<file path="config.mk">
export PLATFORM = sky130hd
export DESIGN_NAME = region_hint_rec
export DESIGN_NICKNAME = d
export VERILOG_FILES = /design/src/rtl/rhr_pkg.sv /design/src/rtl/rhr_cfg.sv /design/src/rtl/rhr_trigger.sv /design/src/rtl/rhr_logger.sv /design/src/rtl/region_hint_rec.sv
export SDC_FILE = /design/constraint.sdc
export NUM_CORES = 1
export LEC_CHECK = 0
export ABC_AREA = 0
export ABC_CLOCK_PERIOD_IN_PS = 2800
export CAP_MARGIN = 15
export CORE_MARGIN = 2
export CORE_UTILIZATION = 50
export CTS_BUF_LIST = sky130_fd_sc_hd__clkbuf_2
export CTS_CLUSTER_DIAMETER = 120
export DETAILED_ROUTE_END_ITERATION = 8
export PLACE_DENSITY = 0.8
export SKIP_LAST_GASP = 1
export SYNTH_ARGS = -nofsm -noshare
export SYNTH_HDL_FRONTEND = slang
export SYNTH_SLANG_ARGS = --single-unit
</file>
<file path="constraint.sdc">
create_clock -name clk -period 2.8 [get_ports clk]
set_input_delay 0.7 -clock clk [delete_from_list [all_inputs] [get_ports clk]]
set_output_delay 0.7 -clock clk [all_outputs]
set_load 0.1 [all_outputs]
</file>
<file path="src/rtl/rhr_pkg.sv">
package rhr_pkg;
  typedef enum logic {
    MODE_CYCLE     = 1'b0,
    MODE_DOWNGRADE = 1'b1
  } bound_mode_e;
endpackage

</file>
<file path="src/rtl/rhr_cfg.sv">
module rhr_cfg
  import rhr_pkg::*;
#(
  parameter int CYC_W      = 16,
  parameter int DG_W       = 8,
  parameter int DEF_PERIOD = 10000,
  parameter int DEF_THRESH = 25
) (
  input  logic              clk,
  input  logic              rst,
  input  logic              rec_en,
  input  logic              cfg_we,
  input  logic              cfg_mode,
  input  logic [CYC_W-1:0]  cfg_period,
  input  logic [DG_W-1:0]   cfg_thresh,
  output bound_mode_e       mode_q,
  output logic [CYC_W-1:0]  period_q,
  output logic [DG_W-1:0]   thresh_q
);
  localparam logic [CYC_W-1:0] PER_RST = CYC_W'(DEF_PERIOD);
  localparam logic [DG_W-1:0]  THR_RST = DG_W'(DEF_THRESH);
  localparam logic [CYC_W-1:0] PER_MIN = CYC_W'(1);
  localparam logic [DG_W-1:0]  THR_MIN = DG_W'(1);

  logic wr_ok;
  assign wr_ok = cfg_we && !rec_en;

  always_ff @(posedge clk) begin
    if (rst) begin
      mode_q   <= MODE_CYCLE;
      period_q <= PER_RST;
      thresh_q <= THR_RST;
    end else if (wr_ok) begin
      mode_q   <= bound_mode_e'(cfg_mode);
      period_q <= (cfg_period == '0) ? PER_MIN : cfg_period;
      thresh_q <= (cfg_thresh == '0) ? THR_MIN : cfg_thresh;
    end
  end
endmodule

</file>
<file path="src/rtl/rhr_trigger.sv">
module rhr_trigger
  import rhr_pkg::*;
#(
  parameter int CYC_W = 16,
  parameter int DG_W  = 8
) (
  input  logic             clk,
  input  logic             rst,
  input  logic             rec_en,
  input  bound_mode_e      mode,
  input  logic [CYC_W-1:0] period,
  input  logic [DG_W-1:0]  thresh,
  input  logic             dgr_req,
  input  logic             bcast_in,
  output logic             fire,
  output logic             local_dg
);
  logic [CYC_W-1:0] cyc_q;
  logic [DG_W-1:0]  dg_q;
  logic             in_cyc, in_dg;
  logic             cyc_hit, dg_hit, bc_hit;

  assign in_cyc   = (mode == MODE_CYCLE);
  assign in_dg    = (mode == MODE_DOWNGRADE);
  assign cyc_hit  = in_cyc && (cyc_q == period - CYC_W'(1));
  assign dg_hit   = in_dg && dgr_req && (dg_q == thresh - DG_W'(1));
  assign bc_hit   = in_dg && bcast_in;
  assign fire     = rec_en && (cyc_hit || dg_hit || bc_hit);
  assign local_dg = rec_en && dg_hit;

  always_ff @(posedge clk) begin
    if (rst || !rec_en || fire) begin
      cyc_q <= '0;
      dg_q  <= '0;
    end else begin
      if (in_cyc)            cyc_q <= cyc_q + CYC_W'(1);
      if (in_dg && dgr_req)  dg_q  <= dg_q + DG_W'(1);
    end
  end
endmodule

</file>
<file path="src/rtl/rhr_logger.sv">
module rhr_logger #(
  parameter int CNT_W = 32,
  parameter int SEQ_W = 16
) (
  input  logic             clk,
  input  logic             rst,
  input  logic             rec_en,
  input  logic             memop_ret,
  input  logic             fire,
  input  logic             local_dg,
  output logic             hint_vld,
  output logic [SEQ_W-1:0] hint_seq,
  output logic [CNT_W-1:0] hint_cnt,
  output logic             bcast_out
);
  logic [CNT_W-1:0] ops_q, ops_next;
  logic [SEQ_W-1:0] seq_q;

  assign ops_next = ops_q + CNT_W'(memop_ret);

  always_ff @(posedge clk) begin
    if (rst) begin
      ops_q     <= '0;
      seq_q     <= '0;
      hint_vld  <= 1'b0;
      bcast_out <= 1'b0;
      hint_seq  <= '0;
      hint_cnt  <= '0;
    end else if (!rec_en) begin
      ops_q     <= '0;
      seq_q     <= '0;
      hint_vld  <= 1'b0;
      bcast_out <= 1'b0;
    end else begin
      ops_q     <= ops_next;
      hint_vld  <= fire;
      bcast_out <= local_dg;
      if (fire) begin
        seq_q    <= seq_q + SEQ_W'(1);
        hint_seq <= seq_q;
        hint_cnt <= ops_next;
      end
    end
  end
endmodule

</file>
<file path="src/rtl/region_hint_rec.sv">
module region_hint_rec
  import rhr_pkg::*;
#(
  parameter int CYC_W      = 16,
  parameter int DG_W       = 8,
  parameter int CNT_W      = 32,
  parameter int SEQ_W      = 16,
  parameter int DEF_PERIOD = 10000,
  parameter int DEF_THRESH = 25
) (
  input  logic             clk,
  input  logic             rst,
  input  logic             rec_en,
  input  logic             cfg_we,
  input  logic             cfg_mode,
  input  logic [CYC_W-1:0] cfg_period,
  input  logic [DG_W-1:0]  cfg_thresh,
  input  logic             memop_ret,
  input  logic             dgr_req,
  input  logic             bcast_in,
  output logic             bcast_out,
  output logic             hint_vld,
  output logic [SEQ_W-1:0] hint_seq,
  output logic [CNT_W-1:0] hint_cnt
);
  bound_mode_e      mode_q;
  logic [CYC_W-1:0] period_q;
  logic [DG_W-1:0]  thresh_q;
  logic             fire, local_dg;

  rhr_cfg #(
    .CYC_W(CYC_W), .DG_W(DG_W), .DEF_PERIOD(DEF_PERIOD), .DEF_THRESH(DEF_THRESH)
  ) u_cfg (
    .clk(clk), .rst(rst), .rec_en(rec_en), .cfg_we(cfg_we),
    .cfg_mode(cfg_mode), .cfg_period(cfg_period), .cfg_thresh(cfg_thresh),
    .mode_q(mode_q), .period_q(period_q), .thresh_q(thresh_q)
  );

  rhr_trigger #(.CYC_W(CYC_W), .DG_W(DG_W)) u_trig (
    .clk(clk), .rst(rst), .rec_en(rec_en), .mode(mode_q),
    .period(period_q), .thresh(thresh_q), .dgr_req(dgr_req),
    .bcast_in(bcast_in), .fire(fire), .local_dg(local_dg)
  );

  rhr_logger #(.CNT_W(CNT_W), .SEQ_W(SEQ_W)) u_log (
    .clk(clk), .rst(rst), .rec_en(rec_en), .memop_ret(memop_ret),
    .fire(fire), .local_dg(local_dg), .hint_vld(hint_vld),
    .hint_seq(hint_seq), .hint_cnt(hint_cnt), .bcast_out(bcast_out)
  );
endmodule

</file>
==> reports/metrics.yaml, run 1 <==
drtAntennaViolNets: 0
drive_gt1_share_pct: 19.62
die_h_um: 118.9
cp_max_fo: 7
via_count: 5537
cts_hold_buf: 0
power_leakage_nw: 3.055
power_density_mw_per_mm2: 457.1
htreeDepth: 4
status: "complete, no violations"
dr.pass1.iters: 4
maxSlewHeadroom_pct: 54.62
synth_top_cell_by_area: "dfxtp_1"
final_hold_viol_count: 0
synth.avg_cell_area_um2: 8.714
dr.first_iter.drc_count: 302
min_period_ns: 2.796
synth_area_mm2: 0.006605
gr-usage-all-layers_pct: 21.14
syn2layout_area_growth_pct: 25.80
path_clk_slew_ns: 0.23
die-area_mm2: 0.01415
start_util_pct: 51.71
clk_root_buffer_cell: "clkbuf_2"
met1_usage_pct: 26.79
cts_buffer_depth: 2
antenna_found_initial: 1
clk_latency_ns: 0.72
rows: 41
fin_skew_ns: 0.04708
synthTopCellsByArea: "dfxtp_1 (45%), nor2_1 (8.1%), xnor2_1 (6.2%)"
worst_pin_slew_ns: 0.6807
grt_util_met3_pct: 5.125
grt-ovfl-total: 0
vdd_drop_max_v: 0.0003420
grt_busiest_layer: "met2"
cts_tree: "done"
fmax_ghz: 0.3577
gr-usage-met2_pct: 34.99
cp-start-kind: "flip-flop"
synth_most_common_cell: "dfxtp_1"
drc: 0
core_region_area_mm2: 0.01277
setup_viol: 0
fillers: 1032
cap_violations: 0
critPathCaptureType: "flip-flop"
routed_via_density: 5.199
postSynth.asyncResetShare_pct: 0
numCtsBuffers: 17
period_share_pct: 99.85
syn_inst: 758
grt_setup_unrepaired: "true"
gp_congestion: 0.7878
ioPinCount: 82
synth_commonest_cells: "dfxtp_1 (147), nor2_1 (143), nand2_1 (79)"
placed_cells: 1021
grt_pass1_wl_um: 24340
nNetsFinal: 918
ys_types: 57
synth-edff-count: 0
hold_path_class: "input port to flip-flop"
fin_cells: 1065
cts_num_sinks: 147
grt_pass1_vias: 5279
synth_seq_area_share_pct: 44.55
critPathKind: "flip-flop to flip-flop"
worstPathRequired_ns: 3.45
final.setup.tns_ns: 0
hpwl_um: 10130
yosys_warnings: 0
arrival_ns: 3.45
die_w_um: 118.9
io_buffers: 81
grt_max_degree: 62
drt-total-wl_um: 14940
ys_ff_latch: 147
report.final.slew_viol_count: 0
synth_nets: 797
synth_ff_type: "dfxtp_1"
synth_top_area_share_pct: 44.55
wl_per_cell_um: 14.03
critical path, stage by stage, from the launching register on:
cell	delay (ns)
dfxtp_2	0.38
inv_2	0.04
ha_4	0.23
xnor2_1	0.12
or3_1	0.31
a2111oi_2	0.21
buf_4	0.16
and4b_1	0.22
o2111ai_4	0.19
a21boi_4	0.24
buf_12	0.16
buf_8	0.13
buf_16	0.12
nor2_1	0.05
a211oi_1	0.18
final timing paths:
check | end | start | depth (start not counted) | slack [ns]
max | u_log.hint_cnt[11] | u_cfg.period_q[1] | 14 | 0.004
min | u_cfg.period_q[15] | rst | 2 | 0.35
max reg2reg | u_log.hint_cnt[11] | u_cfg.period_q[1] | 14 | 0.004
min reg2reg | u_cfg.thresh_q[7] | u_cfg.thresh_q[7] | 2 | 0.48
report_power, final:
part,internal (W),switching [W],leakage (nW)
clock,0.000426,0.000790,0.149
combinational,0.000180,0.000242,1.72
sequential,0.00213,0.0000311,1.19
total,0.00273,0.00106,3.05
cell usage in the layout (no fill, tap or decap), types with 8 or more instances in the layout:
| master | n |
|---|---|
| dfxtp_1 | 145 |
| nor2_1 | 143 |
| buf_4 | 99 |
| nand2_1 | 79 |
| xnor2_1 | 46 |
| xor2_1 | 43 |
| a21oi_1 | 30 |
| nand3_1 | 30 |
| clkdlybuf4s50_1 | 30 |
| a211oi_1 | 27 |
| mux2i_1 | 20 |
| clkbuf_2 | 18 |
| nand4_1 | 15 |
| and3_1 | 15 |
| inv_1 | 11 |
| nor3_1 | 9 |
| nor4_1 | 8 |
sequential cells by signal, indices dropped and copies added, names as in the netlist:
register / cells
u_cfg.mode_q: 1
u_cfg.period_q: 16
u_cfg.thresh_q: 8
u_log.bcast_out: 1
u_log.hint_cnt: 32
u_log.hint_seq: 16
u_log.hint_vld: 1
u_log.ops_q: 32
u_log.seq_q: 16
u_trig.cyc_q: 16
u_trig.dg_q: 8
metal layers:
metal  vias to the layer above  wire length [um]
met3                        17               718
li1                       2835                 -
met1                      2580              6924
met4                         0               183
met5                         -                 0
met2                       105              7115
area by class of cell:
type | instances | area [um2] | area share (%)
multi-input cells | 557 | 3532 | 42.51
flip-flops and latches | 147 | 2945 | 35.45
repair buffers | 143 | 1325 | 15.95
well taps | 172 | 215.2 | 2.590
clock inverters | 14 | 150.1 | 1.807
clock buffers | 18 | 90.09 | 1.084
inverters | 13 | 48.80 | 0.5873
diodes | 1 | 2.502 | 0.03012
logic make-up after synthesis:
family	Yosys count	synth area share [%]
simple gates	337	24.06
flops	147	44.55
compound gates	102	11.50
xor+xnor	90	11.93
buf+inv	54	3.447
mux	21	3.182
fa+ha+maj	7	1.326
metrics by stage:
step	total power (W)	util [%]	cell area (um2)	worst slack (ns)	hold slack (ns)
4_1_cts	0.003832	64.31	8214	-0.01851	0.2562
3_3_place_gp	0.002590	60.81	7767	-0.2525	0.4597
6_report	0.003798	65.05	8309	0.004205	0.3503
5_1_grt	0.003956	65.05	8309	-0.1632	0.2897
3_5_place_dp	0.002597	60.81	7767	-0.3206	0.4617
2_1_floorplan	0.002444	-	6605	0.002905	0.4451
what timing repair did:
action,in CTS,in global routing
endpoints found under the setup margin,88,58
setup buffers,5,2
pin swaps,14,7
resized for setup,15,13
gates cloned,4,1
Note: power is estimated with default switching activity, not from simulation.
==> inputs of run 2 (changes only) <==
--- a/config.mk
+++ b/config.mk
@@ -6,14 +6,14 @@
 export NUM_CORES = 1
 export LEC_CHECK = 0
 export ABC_AREA = 0
-export ABC_CLOCK_PERIOD_IN_PS = 2800
+export ABC_CLOCK_PERIOD_IN_PS = 2700
 export CAP_MARGIN = 15
 export CORE_MARGIN = 2
 export CORE_UTILIZATION = 50
 export CTS_BUF_LIST = sky130_fd_sc_hd__clkbuf_2
 export CTS_CLUSTER_DIAMETER = 120
 export DETAILED_ROUTE_END_ITERATION = 8
-export PLACE_DENSITY = 0.8
+export PLACE_DENSITY = 0.77
 export SKIP_LAST_GASP = 1
 export SYNTH_ARGS = -nofsm -noshare
 export SYNTH_HDL_FRONTEND = slang
==> constraint.sdc (replaced) <==
create_clock -name clk -period 2.7 [get_ports clk]
set_input_delay 0.675 -clock clk [delete_from_list [all_inputs] [get_ports clk]]
set_output_delay 0.675 -clock clk [all_outputs]
set_load 0.1 [all_outputs]
==> run 2 against run 1 <==
The run now ends with setup timing left. Critical path depth fell by 2. Sequential share of layout area is 1.5 points lower. Register-to-register slack worse by 0.11 ns. Flip-flop and latch count did not move. Hold slack better by 0.080 ns. Via count rose by 6.8%. First-iteration DRC count is 56% higher. Combinational power rose by 17%. Setup slack got worse by 0.11 ns. Critical path type unchanged. Largest cell class unchanged. Largest power group unchanged.
==> reports/metrics.yaml, run 2 (synthesis gave the netlist of run 1 again) <==
grt_pass1_vias: 5781  # +9.5%
slowest_stage: "dfxtp_4"
vdd_drop_max_v: 0.0003967  # +16%
worst_pin_slew_ns: 0.6175  # -0.06323 ns
start_util_pct: 51.71  # unchanged
power_leakage_nw: 3.192  # +4.5%
fmax_ghz: 0.3565  # -0.33%
min_period_ns: 2.805  # +0.009379 ns
power_density_mw_per_mm2: 466.6  # +2.1%
io_buffers: 81  # unchanged
post-route-worst-setup-slack_ns: -0.1052  # -0.1094 ns
die-area_mm2: 0.01415  # unchanged
grt_max_degree: 45  # -27%
report.final.slew_viol_count: 0  # unchanged
clkPwrFrac_pct: 32.5  # +0.5 points
die_w_um: 118.9  # unchanged
clk_latency_ns: 0.74  # +0.02 ns
fin_cells: 1080  # +1.4%
setup_viol: 33  # +33
drt-total-wl_um: 17290  # +16%
grt_pass1_wl_um: 27530  # +13%
gr-usage-all-layers_pct: 24.18  # +3.0 points
path_delay_family: "simple AND/OR/NAND/NOR gates"
clk_root_buffer_cell: "clkbuf_2"
grt_setup_unrepaired: "true"
critPathKind: "flip-flop to flip-flop"
cp_max_fo: 8  # +1
arrival_ns: 3.43  # -0.02 ns
path_cells: "buf_6 -> nor4_4 -> buf_4 -> and4b_2 -> xnor2_2 -> nor4_4 -> o2111ai_4 -> a21boi_4 -> buf_12 -> buf_12 -> mux2i_2 -> nor2_1"
cts_buffer_depth: 2  # unchanged
drc: 0  # unchanged
antenna_found_initial: 0  # -1
nNetsFinal: 934  # +1.7%
layout_commonest_cell: "dfxtp_1"
worstPathRequired_ns: 3.32  # -0.13 ns
final_cell_mix: "dfxtp_1 (144), nor2_1 (134), buf_4 (108)"
seq_power_share_pct: 55.3  # -1.6 points
cp-start-kind: "flip-flop"
path_clk_slew_ns: 0.23  # about the same
rows: 41  # unchanged
cts_tree: "done"
drtAntennaViolNets: 0  # unchanged
status: "complete, but fails checks"
cts_num_sinks: 147  # unchanged
critPathCaptureType: "flip-flop"
period_share_pct: 103.9  # +4.0 points
fillers: 951  # -7.8%
p_int_w: 0.002940  # +7.5%
ioPinCount: 82  # unchanged
violations: "setup timing"
hold_path_class: "input port to flip-flop"
num_antenna_cells: 0  # -1
syn2layout_area_growth_pct: 31.52
fin_util_pct: 68.01  # +3.0 points
critical_path.max_stage_delay_ns: 0.40  # +0.02 ns
htreeDepth: 4  # unchanged
via_count: 5916  # +6.8%
power_frac_comb_pct: 12.2  # +1.1 points
switching_share_pct: 27.45  # -0.55 points
numCtsBuffers: 17  # unchanged
hpwl_um: 11030  # +8.9%
gp_congestion: 0.9294  # +18%
dr.first_iter.drc_count: 470  # +56%
p_sw_w: 0.001113  # +4.6%
reg.largest.list: "u_log.hint_cnt: 32 flops, u_log.ops_q: 32 flops"
fin_skew_ns: 0.03896  # -0.008117 ns
maxSlewHeadroom_pct: 58.83  # +4.2 points
critPathBufInv: 4  # -1
hold_slack_ns: 0.4306  # +0.08032 ns
final_hold_viol_count: 0  # unchanged
placed_cells: 1028  # +0.69%
wl_per_cell_um: 16.01  # +14%
routed_via_density: 5.478  # +5.4%
die_h_um: 118.9  # unchanged
cap_violations: 0  # unchanged
drive_gt1_share_pct: 24.78  # +5.2 points
final.setup.tns_ns: -1.878  # -1.878 ns
core_region_area_mm2: 0.01277  # unchanged
dr.pass1.iters: 5  # +1
grt-ovfl-total: 0  # unchanged
run 2: cell count changes in the layout (fill, tap and decap cells not counted), sizes merged:
cell / change
buf: +16
inv: -2
bufinv: +1
clkinv: +1
diode: -1
run 2: per-layer routing:
layer	GRT usage, %	vias to the layer above	share of wire (%)
met5	0	-	0
met1	28.13	2853	42
met2	43.00	156	51
li1	-	2874	-
met4	9.821	0	2.6
met3	5.220	33	4.7
run 2: cell type report:
type / count / area [um2] / area share, %
repair buffers: 159 / 1476 / 17.00
clock buffers: 18 / 90.09 / 1.037
inverters: 13 / 48.80 / 0.5617
multi-input cells: 557 / 3747 / 43.14
well taps: 172 / 215.2 / 2.477
flip-flops and latches: 147 / 2949 / 33.95
clock inverters: 14 / 160.2 / 1.844
run 2: stage by stage:
| stage | power (W) | worst slack, ns | cell area, um2 |
|---|---|---|---|
| 2_1_floorplan | 0.002537 | 0.006036 | 6630 |
| 3_5_place_dp | 0.002711 | -0.4099 | 7825 |
| 3_3_place_gp | 0.002697 | -0.3556 | 7825 |
| 6_report | 0.004053 | -0.1052 | 8687 |
| 5_1_grt | 0.004206 | -0.2056 | 8687 |
| 4_1_cts | 0.004045 | -0.09864 | 8493 |
run 2: worst paths after layout:
path | startpoint | to | slack (ns) | cells after the start
worst min-delay path | rst | u_log.hint_seq[7] | 0.43 | 2
worst min register to register | u_cfg.thresh_q[7] | u_cfg.thresh_q[7] | 0.49 | 2
worst max-delay path | u_cfg.period_q[0] | u_log.hint_cnt[0] | -0.11 | 12
worst max register to register | u_cfg.period_q[0] | u_log.hint_cnt[0] | -0.11 | 12
run 2: power groups by stage:
stage | clock, W | combinational, W | sequential [W]
2_1_floorplan | 0 | 0.000186 | 0.00235
3_3_place_gp | 0 | 0.000418 | 0.00228
3_5_place_dp | 0 | 0.000429 | 0.00228
4_1_cts | 0.00133 | 0.000470 | 0.00224
5_1_grt | 0.00143 | 0.000526 | 0.00225
6_report | 0.00132 | 0.000494 | 0.00224
run 2: worst register-to-register path, stage by stage (launching register included):
cell       delay, ns
dfxtp_4         0.40
buf_6           0.12
nor4_4          0.23
buf_4           0.18
and4b_2         0.29
xnor2_2         0.09
nor4_4          0.34
o2111ai_4       0.21
a21boi_4        0.27
buf_12          0.16
buf_12          0.13
mux2i_2         0.22
nor2_1          0.05
run 2: what timing repair did:
item,CTS,global route
hold buffers,0,0
setup endpoints to repair,88,86
endpoints found under the hold margin,0,0
buffers inserted,11,7
gates cloned,6,1
resized for setup,30,52
pin swaps,30,17
